==> src/rtl/pwr_pkg.sv <==
package pwr_pkg;

    typedef enum logic [1:0] {
        MODE_IDLE  = 2'b00,
        MODE_RSVD  = 2'b01,
        MODE_PDOWN = 2'b10,
        MODE_PSAVE = 2'b11
    } sleep_mode_e;

    typedef enum logic [1:0] {
        ST_RUN   = 2'b00,
        ST_SLEEP = 2'b01,
        ST_STAB  = 2'b10
    } pwr_state_e;

    // Control register image, bit 0 is sleep enable
    typedef struct packed {
        logic [1:0]  stab_sel;
        sleep_mode_e mode;
        logic        sleep_en;
    } ctrl_t;

    typedef struct packed {
        logic ext_rst;
        logic wdt;
        logic bod;
        logic serial_start;
        logic pin_chg;
    } async_wake_t;

    typedef struct packed {
        logic ovf_evt;
        logic cmp_evt;
        logic ovf_ie;
        logic cmp_ie;
        logic gie;
        logic async_sel;
    } tmr_wake_t;

    localparam int STAB_W = 9;
    localparam int REG_DW = 8;

    function automatic logic [STAB_W-1:0] stab_ticks(input logic [1:0] sel);
        logic [STAB_W-1:0] n;
        case (sel)
            2'd0:    n = STAB_W'(6);
            2'd1:    n = STAB_W'(16);
            2'd2:    n = STAB_W'(64);
            default: n = STAB_W'(256);
        endcase
        return n;
    endfunction

    function automatic logic mode_is_deep(input sleep_mode_e m);
        return m[1];
    endfunction

endpackage

==> src/rtl/pwr_regs.sv <==
module pwr_regs
    import pwr_pkg::*;
#(
    parameter int NPERIPH = 4,
    parameter int AW      = 2
) (
    input  logic                clk,
    input  logic                rst,
    input  logic                we,
    input  logic [AW-1:0]       addr,
    input  logic [REG_DW-1:0]   wdata,
    output ctrl_t               ctrl,
    output logic [NPERIPH-1:0]  gate,
    output logic [REG_DW-1:0]   rdata
);
    localparam int CW = $bits(ctrl_t);
    localparam logic [AW-1:0] A_CTRL = AW'(0);
    localparam logic [AW-1:0] A_GATE = AW'(1);

    always_ff @(posedge clk) begin
        if (rst) begin
            ctrl <= '0;
            gate <= '0;
        end else if (we) begin
            if (addr == A_CTRL) ctrl <= ctrl_t'(wdata[CW-1:0]);
            if (addr == A_GATE) gate <= wdata[NPERIPH-1:0];
        end
    end

    always_comb begin
        rdata = '0;
        if (addr == A_CTRL) rdata[CW-1:0] = ctrl;
        if (addr == A_GATE) rdata[NPERIPH-1:0] = gate;
    end

endmodule

==> src/rtl/pwr_wake_qual.sv <==
module pwr_wake_qual
    import pwr_pkg::*;
#(
    parameter int NLVL     = 2,
    parameter int LVL_HOLD = 4
) (
    input  logic             clk,
    input  logic             rst,
    input  logic             armed,
    input  sleep_mode_e      mode,
    input  async_wake_t      src,
    input  logic [NLVL-1:0]  lvl,
    input  tmr_wake_t        tmr,
    output logic             wake
);
    localparam int HW = (LVL_HOLD > 2) ? $clog2(LVL_HOLD) : 1;
    localparam logic [HW-1:0] HOLD_MAX = HW'(LVL_HOLD - 1);

    logic [NLVL-1:0] lvl_ok;
    logic            tmr_hit;
    logic            tmr_ok;

    for (genvar i = 0; i < NLVL; i++) begin : g_lvl
        logic [HW-1:0] hold_q;

        always_ff @(posedge clk) begin
            if (rst || !lvl[i])          hold_q <= '0;
            else if (hold_q != HOLD_MAX) hold_q <= hold_q + 1'b1;
        end

        assign lvl_ok[i] = lvl[i] && (hold_q == HOLD_MAX);


        lvl_held_chk: assert property (@(posedge clk) disable iff (rst)
            lvl_ok[i] |-> $past(lvl[i]));
    end

    assign tmr_hit = tmr.gie && ((tmr.ovf_evt && tmr.ovf_ie) || (tmr.cmp_evt && tmr.cmp_ie));

    always_comb begin
        case (mode)
            MODE_PDOWN: tmr_ok = 1'b0;
            MODE_PSAVE: tmr_ok = tmr_hit && tmr.async_sel;
            default:    tmr_ok = tmr_hit;
        endcase
    end

    assign wake = armed && ((|src) || (|lvl_ok) || tmr_ok);

endmodule

==> src/rtl/pwr_stab_cnt.sv <==
module pwr_stab_cnt
    import pwr_pkg::*;
(
    input  logic              clk,
    input  logic              rst,
    input  logic              load,
    input  logic [STAB_W-1:0] load_val,
    input  logic              tick,
    output logic              busy,
    output logic              done
);
    logic [STAB_W-1:0] cnt;

    always_ff @(posedge clk) begin
        if (rst) begin
            cnt  <= '0;
            busy <= 1'b0;
        end else if (load) begin
            cnt  <= load_val;
            busy <= 1'b1;
        end else if (busy) begin
            if (cnt == '0) busy <= 1'b0;
            else if (tick) cnt <= cnt - 1'b1;
        end
    end

    assign done = busy && (cnt == '0);


    stab_hold_chk: assert property (@(posedge clk) disable iff (rst)
        (busy && !tick && !load) |=> (cnt == $past(cnt)));

endmodule

==> src/rtl/pwr_sleep_ctrl.sv <==
module pwr_sleep_ctrl
    import pwr_pkg::*;
#(
    parameter int NPERIPH  = 4,
    parameter int NLVL     = 2,
    parameter int LVL_HOLD = 4,
    parameter int AW       = 2
) (
    input  logic               clk,
    input  logic               rst,
    input  logic               cfg_we,
    input  logic [AW-1:0]      cfg_addr,
    input  logic [7:0]         cfg_wdata,
    output logic [7:0]         cfg_rdata,
    input  logic               sleep_req,
    input  logic               slow_tick,
    input  logic               wk_ext_rst,
    input  logic               wk_wdt,
    input  logic               wk_bod,
    input  logic               wk_serial_start,
    input  logic               wk_pin_chg,
    input  logic [NLVL-1:0]    wk_level,
    input  logic               tmr_ovf_evt,
    input  logic               tmr_cmp_evt,
    input  logic               tmr_ovf_ie,
    input  logic               tmr_cmp_ie,
    input  logic               irq_global_en,
    input  logic               tmr_async_sel,
    output logic               cpu_clk_en,
    output logic               io_clk_en,
    output logic               tmr_clk_en,
    output logic [NPERIPH-1:0] periph_clk_en,
    output logic               resume,
    output logic               asleep,
    output logic               tmr_invalid
);
    ctrl_t               ctrl;
    logic [NPERIPH-1:0]  gate;
    pwr_state_e          state;
    sleep_mode_e         mode_q;
    logic                wake;
    logic                stab_busy;
    logic                stab_done;
    logic                stab_load;
    async_wake_t         src;
    tmr_wake_t           tmr;

    assign src = '{ext_rst: wk_ext_rst, wdt: wk_wdt, bod: wk_bod,
                   serial_start: wk_serial_start, pin_chg: wk_pin_chg};
    assign tmr = '{ovf_evt: tmr_ovf_evt, cmp_evt: tmr_cmp_evt, ovf_ie: tmr_ovf_ie,
                   cmp_ie: tmr_cmp_ie, gie: irq_global_en, async_sel: tmr_async_sel};

    pwr_regs #(.NPERIPH(NPERIPH), .AW(AW)) u_regs (
        .clk   (clk),
        .rst   (rst),
        .we    (cfg_we),
        .addr  (cfg_addr),
        .wdata (cfg_wdata),
        .ctrl  (ctrl),
        .gate  (gate),
        .rdata (cfg_rdata)
    );

    pwr_wake_qual #(.NLVL(NLVL), .LVL_HOLD(LVL_HOLD)) u_wake (
        .clk   (clk),
        .rst   (rst),
        .armed (state == ST_SLEEP),
        .mode  (mode_q),
        .src   (src),
        .lvl   (wk_level),
        .tmr   (tmr),
        .wake  (wake)
    );

    assign stab_load = (state == ST_SLEEP) && wake;

    pwr_stab_cnt u_stab (
        .clk      (clk),
        .rst      (rst),
        .load     (stab_load),
        .load_val (stab_ticks(ctrl.stab_sel)),
        .tick     (slow_tick),
        .busy     (stab_busy),
        .done     (stab_done)
    );

    always_ff @(posedge clk) begin
        if (rst) begin
            state       <= ST_RUN;
            mode_q      <= MODE_IDLE;
            resume      <= 1'b0;
            tmr_invalid <= 1'b0;
        end else begin
            resume <= 1'b0;
            case (state)
                ST_RUN: begin
                    if (sleep_req && ctrl.sleep_en) begin
                        state       <= ST_SLEEP;
                        mode_q      <= ctrl.mode;
                        tmr_invalid <= 1'b0;
                    end
                end
                ST_SLEEP: begin
                    if (wake) begin
                        state <= ST_STAB;
                        if (mode_q == MODE_PSAVE && !tmr_async_sel) tmr_invalid <= 1'b1;
                    end
                end
                ST_STAB: begin
                    if (stab_done) begin
                        state  <= ST_RUN;
                        resume <= 1'b1;
                    end
                end
                default: state <= ST_RUN;
            endcase
        end
    end

    always_comb begin
        cpu_clk_en    = 1'b1;
        io_clk_en     = 1'b1;
        tmr_clk_en    = 1'b1;
        periph_clk_en = ~gate;
        if (state != ST_RUN) begin
            cpu_clk_en = 1'b0;
            if (mode_is_deep(mode_q)) begin
                io_clk_en     = 1'b0;
                periph_clk_en = '0;
                tmr_clk_en    = (mode_q == MODE_PSAVE) && tmr_async_sel;
            end
        end
    end

    assign asleep = (state != ST_RUN);


    no_sleep_when_disabled_chk: assert property (@(posedge clk) disable iff (rst)
        (state == ST_RUN && !ctrl.sleep_en) |=> (state == ST_RUN));


    pdown_stays_chk: assert property (@(posedge clk) disable iff (rst)
        (state == ST_SLEEP && mode_q == MODE_PDOWN && !wk_ext_rst && !wk_wdt && !wk_bod
         && !wk_serial_start && !wk_pin_chg && wk_level == '0) |=> (state == ST_SLEEP));


    resume_single_chk: assert property (@(posedge clk) disable iff (rst)
        resume |=> !resume);


    cpu_return_chk: assert property (@(posedge clk) disable iff (rst)
        $rose(cpu_clk_en) |-> (resume && !stab_busy));

endmodule

==> config.mk <==
export PLATFORM = sky130hd
export DESIGN_NAME = pwr_sleep_ctrl
export DESIGN_NICKNAME = d
export VERILOG_FILES = /design/src/rtl/pwr_pkg.sv /design/src/rtl/pwr_regs.sv /design/src/rtl/pwr_wake_qual.sv /design/src/rtl/pwr_stab_cnt.sv /design/src/rtl/pwr_sleep_ctrl.sv
export SDC_FILE = /design/constraint.sdc
export NUM_CORES = 1
export LEC_CHECK = 0
export BUFFER_PORTS_ARGS = -buffer_cell sky130_fd_sc_hd__buf_2
export CORE_ASPECT_RATIO = 0.75
export CORE_MARGIN = 2
export CORE_UTILIZATION = 46
export CTS_CLUSTER_SIZE = 16
export DETAILED_ROUTE_END_ITERATION = 8
export HOLD_SLACK_MARGIN = 0.05
export PLACE_DENSITY = 0.74
export SLEW_MARGIN = 20
export SYNTH_ARGS = -nofsm -noshare
export SYNTH_HDL_FRONTEND = slang
export SYNTH_SLANG_ARGS = --single-unit
==> constraint.sdc <==
create_clock -name clk -period 1.5 [get_ports clk]
set_input_delay 0.15 -clock clk [delete_from_list [all_inputs] [get_ports clk]]
set_output_delay 0.15 -clock clk [all_outputs]
set_load 0.01 [all_outputs]
==> Yosys cells after proc, flatten, opt, wreduce, memory -nomap -nowiden <==
Cells that the tools add are included.
{ "classes": {"n_addsub": 3, "n_eq_ne": 16, "n_mux": 27, "n_bitwise": 2, "reduce_logical": 37} }
{ "ops": {"columns": ["cell", "n"], "rows": [
  ["9-bit 2-to-1 mux", 4],
  ["9-bit case mux with 3 select lines", 1],
  ["2-bit inequality test (second input constant)", 7],
  ["2-bit == test (second input constant)", 6],
  ["1-bit logical AND", 12],
  ["1-bit 2-to-1 mux", 12],
  ["4-bit 2-to-1 mux", 3],
  ["9-bit logical NOT", 1],
  ["9-bit by 1-bit subtractor with 9-bit output (second input constant)", 1],
  ["2-bit nonzero test", 4],
  ["2-bit by 1-bit == test with 1-bit output (second input constant)", 3],
  ["2-bit logical NOT", 3],
  ["2-bit 2-to-1 mux", 3],
  ["2-bit case mux with 3 select lines", 1],
  ["2-bit AND reduction", 3],
  ["3-bit AND reduction", 2],
  ["1-bit logical OR", 5],
  ["5-bit 2-to-1 mux", 1],
  ["5-bit OR reduction", 1],
  ["2-bit by 1-bit adder with 2-bit output (second input constant)", 2],
  ["4-bit NOT", 1],
  ["1-bit case mux with 2 select lines", 2],
  ["4-bit AND reduction", 1],
  ["2-bit OR reduction", 2],
  ["2 further kinds", 4]
]} }
{ "word_totals": {"reg_bits": 29, "input_bits": 28, "output_inout_bits": 18, "wordCells": 97} }

==> Logic depth before layout (Yosys ltp) <==
{ "depth": {"depth_word": 10, "ltp_mapped": 6, "depth_no_buf": 6} }

==> Cells and area by module <==
Synthesis repeated with hierarchy kept, for this count alone.
{ "unflattened": {"cells_unflattened": 180, "hier_area_um2": 1686.6} }
{ "modules_own_cells": {"columns": ["module", "instances", "cells_each", "area_each_um2", "seq_area_each_um2"], "rows": [
  ["pwr_stab_cnt", 1, 66, 625.6, 200.2],
  ["pwr_regs", 1, 50, 493.0, 180.2],
  ["pwr_sleep_ctrl", 1, 39, 341.6, 120.1],
  ["pwr_wake_qual", 1, 25, 226.5, 80.1]
]} }

==> Least setup slack after synthesis <==
Ideal clock, no wire load.
{ "synth_timing": {"kind": "reg-to-reg", "startpoint": "register u_wake.g_lvl[0].hold_q[0]", "endpoint": "register u_stab.cnt[4]", "setup_ps": 121, "arrival_time_ps": 1490, "required_time_ps": 1379, "setup_slack_ps": -110, "stages_incl_launch_ff": 6, "n_path_buf": 0, "synth_period_minus_slack_ps": 1610, "cell_sequence": "dfxtp_1 ha_1 a22o_1 nor4_4 a21boi_2 mux2_2"} }
{ "synth_via": {"elab_chain_cells": 9, "word_cells_on_any_way": 12, "cone_classes": "eq/ne (2); mux (1); reduce/logical (9)"} }
{ "synth_rtl": {"columns": ["item", "line", "source"], "rows": [
  ["start, declared", "pwr_wake_qual.sv:24", "logic [HW-1:0] hold_q;"],
  ["start signal, assigned", "pwr_wake_qual.sv:28", "else if (hold_q != HOLD_MAX) hold_q <= hold_q + 1'b1;"],
  ["2-bit == test (*)", "pwr_wake_qual.sv:31", "assign lvl_ok[i] = lvl[i] && (hold_q == HOLD_MAX);"],
  ["1-bit logical AND (*)", "pwr_wake_qual.sv:31", null],
  ["2-bit OR reduction (*)", "pwr_wake_qual.sv:48", "assign wake = armed && ((|src) || (|lvl_ok) || tmr_ok);"],
  ["1-bit logical OR (*) (2 in a row)", "pwr_wake_qual.sv:48", null],
  ["1-bit logical AND (*)", "pwr_wake_qual.sv:48", null],
  ["1-bit logical AND (*)", "pwr_sleep_ctrl.sv:75", "assign stab_load = (state == ST_SLEEP) && wake;"],
  ["2-bit inequality test (no source line) or 2-bit nonzero test (tied branches)", null, null],
  ["3-bit AND reduction (no source line)", null, null],
  ["end signal, assigned", "pwr_stab_cnt.sv:19", "cnt <= load_val;"],
  ["end signal, assigned", "pwr_stab_cnt.sv:23", "else if (tick) cnt <= cnt - 1'b1;"],
  ["end, declared", "pwr_stab_cnt.sv:12", "logic [STAB_W-1:0] cnt;"]
]} }
Mark *: on every way between the ends. The rest lies on a longest branch, timed or not.
A chain may end at the register's enable or synchronous reset.

==> Worst setup path in the final report <==
{ "layout_timing": {"startpoint": "register mode_q[1]", "endpoint": "register u_stab.cnt[4]"} }
{ "layout_via": {"elab_chain_cells": 7, "word_cells_on_any_way": 11, "cone_classes": "eq/ne (3); mux (2); reduce/logical (6)"} }
{ "layout_rtl": {"columns": ["item", "line", "source"], "rows": [
  ["start, declared", "pwr_sleep_ctrl.sv:40", "sleep_mode_e mode_q;"],
  ["start signal, assigned", "pwr_sleep_ctrl.sv:99", "mode_q <= ctrl.mode;"],
  ["2-bit == test", "pwr_wake_qual.sv:41", "case (mode)"],
  ["1-bit case mux with 2 select lines (*)", "pwr_wake_qual.sv:41", null],
  ["1-bit logical OR (*)", "pwr_wake_qual.sv:48", null],
  ["1-bit logical AND (*)", "pwr_wake_qual.sv:48", null],
  ["1-bit logical AND (*)", "pwr_sleep_ctrl.sv:75", null],
  ["2-bit inequality test (no source line) or 2-bit nonzero test (tied branches)", null, null],
  ["3-bit AND reduction (no source line)", null, null]
]} }
Marked as above.

==> metrics <==
cells after synthesis=165; Crit Path Category=register to register; DRC Markers=0; flops & latches, synth=29; Core Area=3220 µm²; Comb pwr share=between 10% and 20%; vias in the first global route=between 1,000 and 1,500; Internal=roughly 1.2 mW; filler cell count=about 280; drt total wl=~3.4 mm; Stages on worst setup path=4; CTS tree=built; Die Area=3800 µm²; Hold Path Depth=3; Yosys cell types=46; Register Area=slightly below 600 µm²; Vias/cell=~5.1; slowest stage delay, CP=around 370 ps; post-synthesis sequential area ratio=a little under two fifths; fin util=65.5%; DR pass1 iterations=4; Final GP Congestion=0.842; P_leak=between 0.8 and 0.9 nW; Synth Flop Type=dfxtp_1; R2R depth=4; Nets=approximately 260; layout cells sized above 1=between 40% and 50%; drt wl/cell=around 13 µm; CTS root buffer=clkbuf_8; clock group share of total power=between 30% and 40%; power density cells=around 750 nW/µm²; CTS Sinks=29; Max-Cap Viols=0; outcome=finished, violations left; Post-Syn Area=between 1500 and 2000 µm²; DRT iter0 DRCs=73; final slew viol count=0; GRT Residual Overflow=0; first-pass GRT wire length=~5.1 mm; WP data required=between 1500 and 2000 ps; EDFF count, synth=0; Setup violations, final=5; Sequential Power Share=between 50% and 60%; Avg Cell Area, Syn=9.24 µm²; PortBufs=39; largest net degree at the start of global routing=21; initial antenna violation count=0; Tmin final=around 1600 ps; area of the multi-input gates=approximately 980 µm²; final worst-path cycle share=103%; via count=~1,400; Max clock buf depth=2; Starting Density=a little under half; Die Wd=70.5 µm; Area Growth Syn to Fin=38.2%; total power draw=around 1.6 mW; number of H-tree levels=2; # IOs=46; ys async rst share=0%; clock latency on the worst-skew pair=about 280 ps; CTS Buf Count=5; Slowest cell on crit path=mux2_2; peak supply drop=between 0.0007 and 0.0008 V; Total Routing Usage GR=between 10% and 20%; WP data arrival=approximately 1700 ps; Final Hold Vio Count=0; Worst Skew=4.13 ps; failing checks=negative setup slack; switching part of the total=around a quarter; synth top area cells=dfxtp_1 38%, mux2i_1 12%, nor2_1 7.6%, nor4_4 2.8%, ha_1 2.5%; RSZ-0062 raised after global routing=true; die height=around 54 µm; Worst path top cell family by delay=compound AO/OA/AOI/OAI gates; Max Freq=around 640 MHz; crit path setup slack, layout=-51.9 ps; Synth top area share=38.1%; row cnt=18; most frequent cells after synthesis=31 x nor2_1, 29 x dfxtp_1, 19 x mux2i_1; critical path, cell by cell=a21boi_0 > nand3b_1 > a21boi_2 > mux2_2; CP Launch Type=register; most common cell in the netlist=nor2_1; CP bufs+invs=0; nature of the critical path endpoint=register; Detail Route Antenna Nets=0; CTS clk-pin slew, worst paths=60 ps; Hold Crit Class=input pin to register; maximum net fanout on the critical path=5; antenna cells=0; dpl hpwl=approximately 2.5 mm; cell taking the most area after synthesis=dfxtp_1; Psw=0.380 mW; synth warn=0
final timing paths:
| path | to | startpoint | slack, ps |
|---|---|---|---|
| min reg2reg | state[0] | state[1] | 460 |
| min | u_regs.ctrl[4] | cfg_wdata[4] | 100 |
| max reg2reg | u_stab.cnt[4] | mode_q[1] | -50 |
| max | u_stab.cnt[4] | mode_q[1] | -50 |
power by group through the flow:
stage	Sequential [mW]	Combinational [mW]	Clock [mW]
after floorplan	0.812	0.0926	0
after global placement	0.814	0.157	0
after detailed placement	0.815	0.159	0
after CTS	0.799	0.164	0.612
after global routing	0.803	0.191	0.657
final	0.801	0.174	0.606
state kept, by name, indices dropped and copies added (netlist names):
register / count
u_stab.busy: 1
tmr_invalid: 1
state: 2
u_regs.ctrl: 5
u_wake.g_lvl.hold_q: 4
mode_q: 2
u_regs.gate: 4
resume: 1
u_stab.cnt: 9
layer usage:
layer / part of all wire (%) / GRT usage, %
met3: 5.9 / 7.87
met2: 44 / 25.2
met5: 0 / 0
met4: 0 / 4.81
met1: 50 / 24.2
metrics by stage:
stage               hold slack, ps  setup WS, ps  setup TNS [ps]  std cells  area [µm²]
global route                   115          -133            -702        272        2110
CTS                            107         -91.9            -396        270        2020
finish                         105         -51.9            -184        272        2110
detailed placement             397          -113            -659        261        1920
floorplan                      294         -70.3           -70.3        167        1540
global placement               394         -36.6            -178        261        1920
final cells by class:
class,instances,share of cell area [%]
multi-input combinational,125,46.4
sequential,29,28.1
timing repair buffer,65,18.5
clock buffer,8,3.80
tap,40,2.37
inverter,5,0.890
worst min-delay path, stage by stage:
cell     delay [ps]
buf_2            80
mux2i_1          50
nor2_1           70
cells in the final DEF (no fill, tap or decap), types with 3 or more instances in the layout:
cell | synthesis | routed
buf_4 | 3 | 26
nor3_1 | 3 | 3
a22o_1 | 3 | 3
clkbuf_1 | 3 | 3
or3_1 | 3 | 3
mux2i_1 | 19 | 19
nand3_1 | 3 | 3
nor2_1 | 31 | 29
dfxtp_2 | 0 | 6
inv_1 | 5 | 5
conb_1 | 1 | 3
nand2_1 | 7 | 7
buf_2 | 0 | 39
xnor2_1 | 4 | 4
clkbuf_8 | 0 | 5
dfxtp_1 | 29 | 22
nand3b_1 | 4 | 4
kinds of logic after synthesis:
logic type	Yosys count	synth area share, %
AOI/OAI and AO/OA	23	12.4
xor gates and xnor gates	6	3.45
adders and majority gates	3	2.46
buffers and inverters	13	3.94
DFF	29	38.1
muxes	21	14.2
other	1	0.246
and+or+nand+nor	69	25.3
repair_timing:
action	CTS	global route
gates resized for setup	6	16
hold buffers	0	0
buffers inserted	1	2
endpoints found under the hold margin	0	0
pin swaps	0	7
endpoints found under the setup margin	15	18
Note: power is estimated with default switching activity, not from simulation.
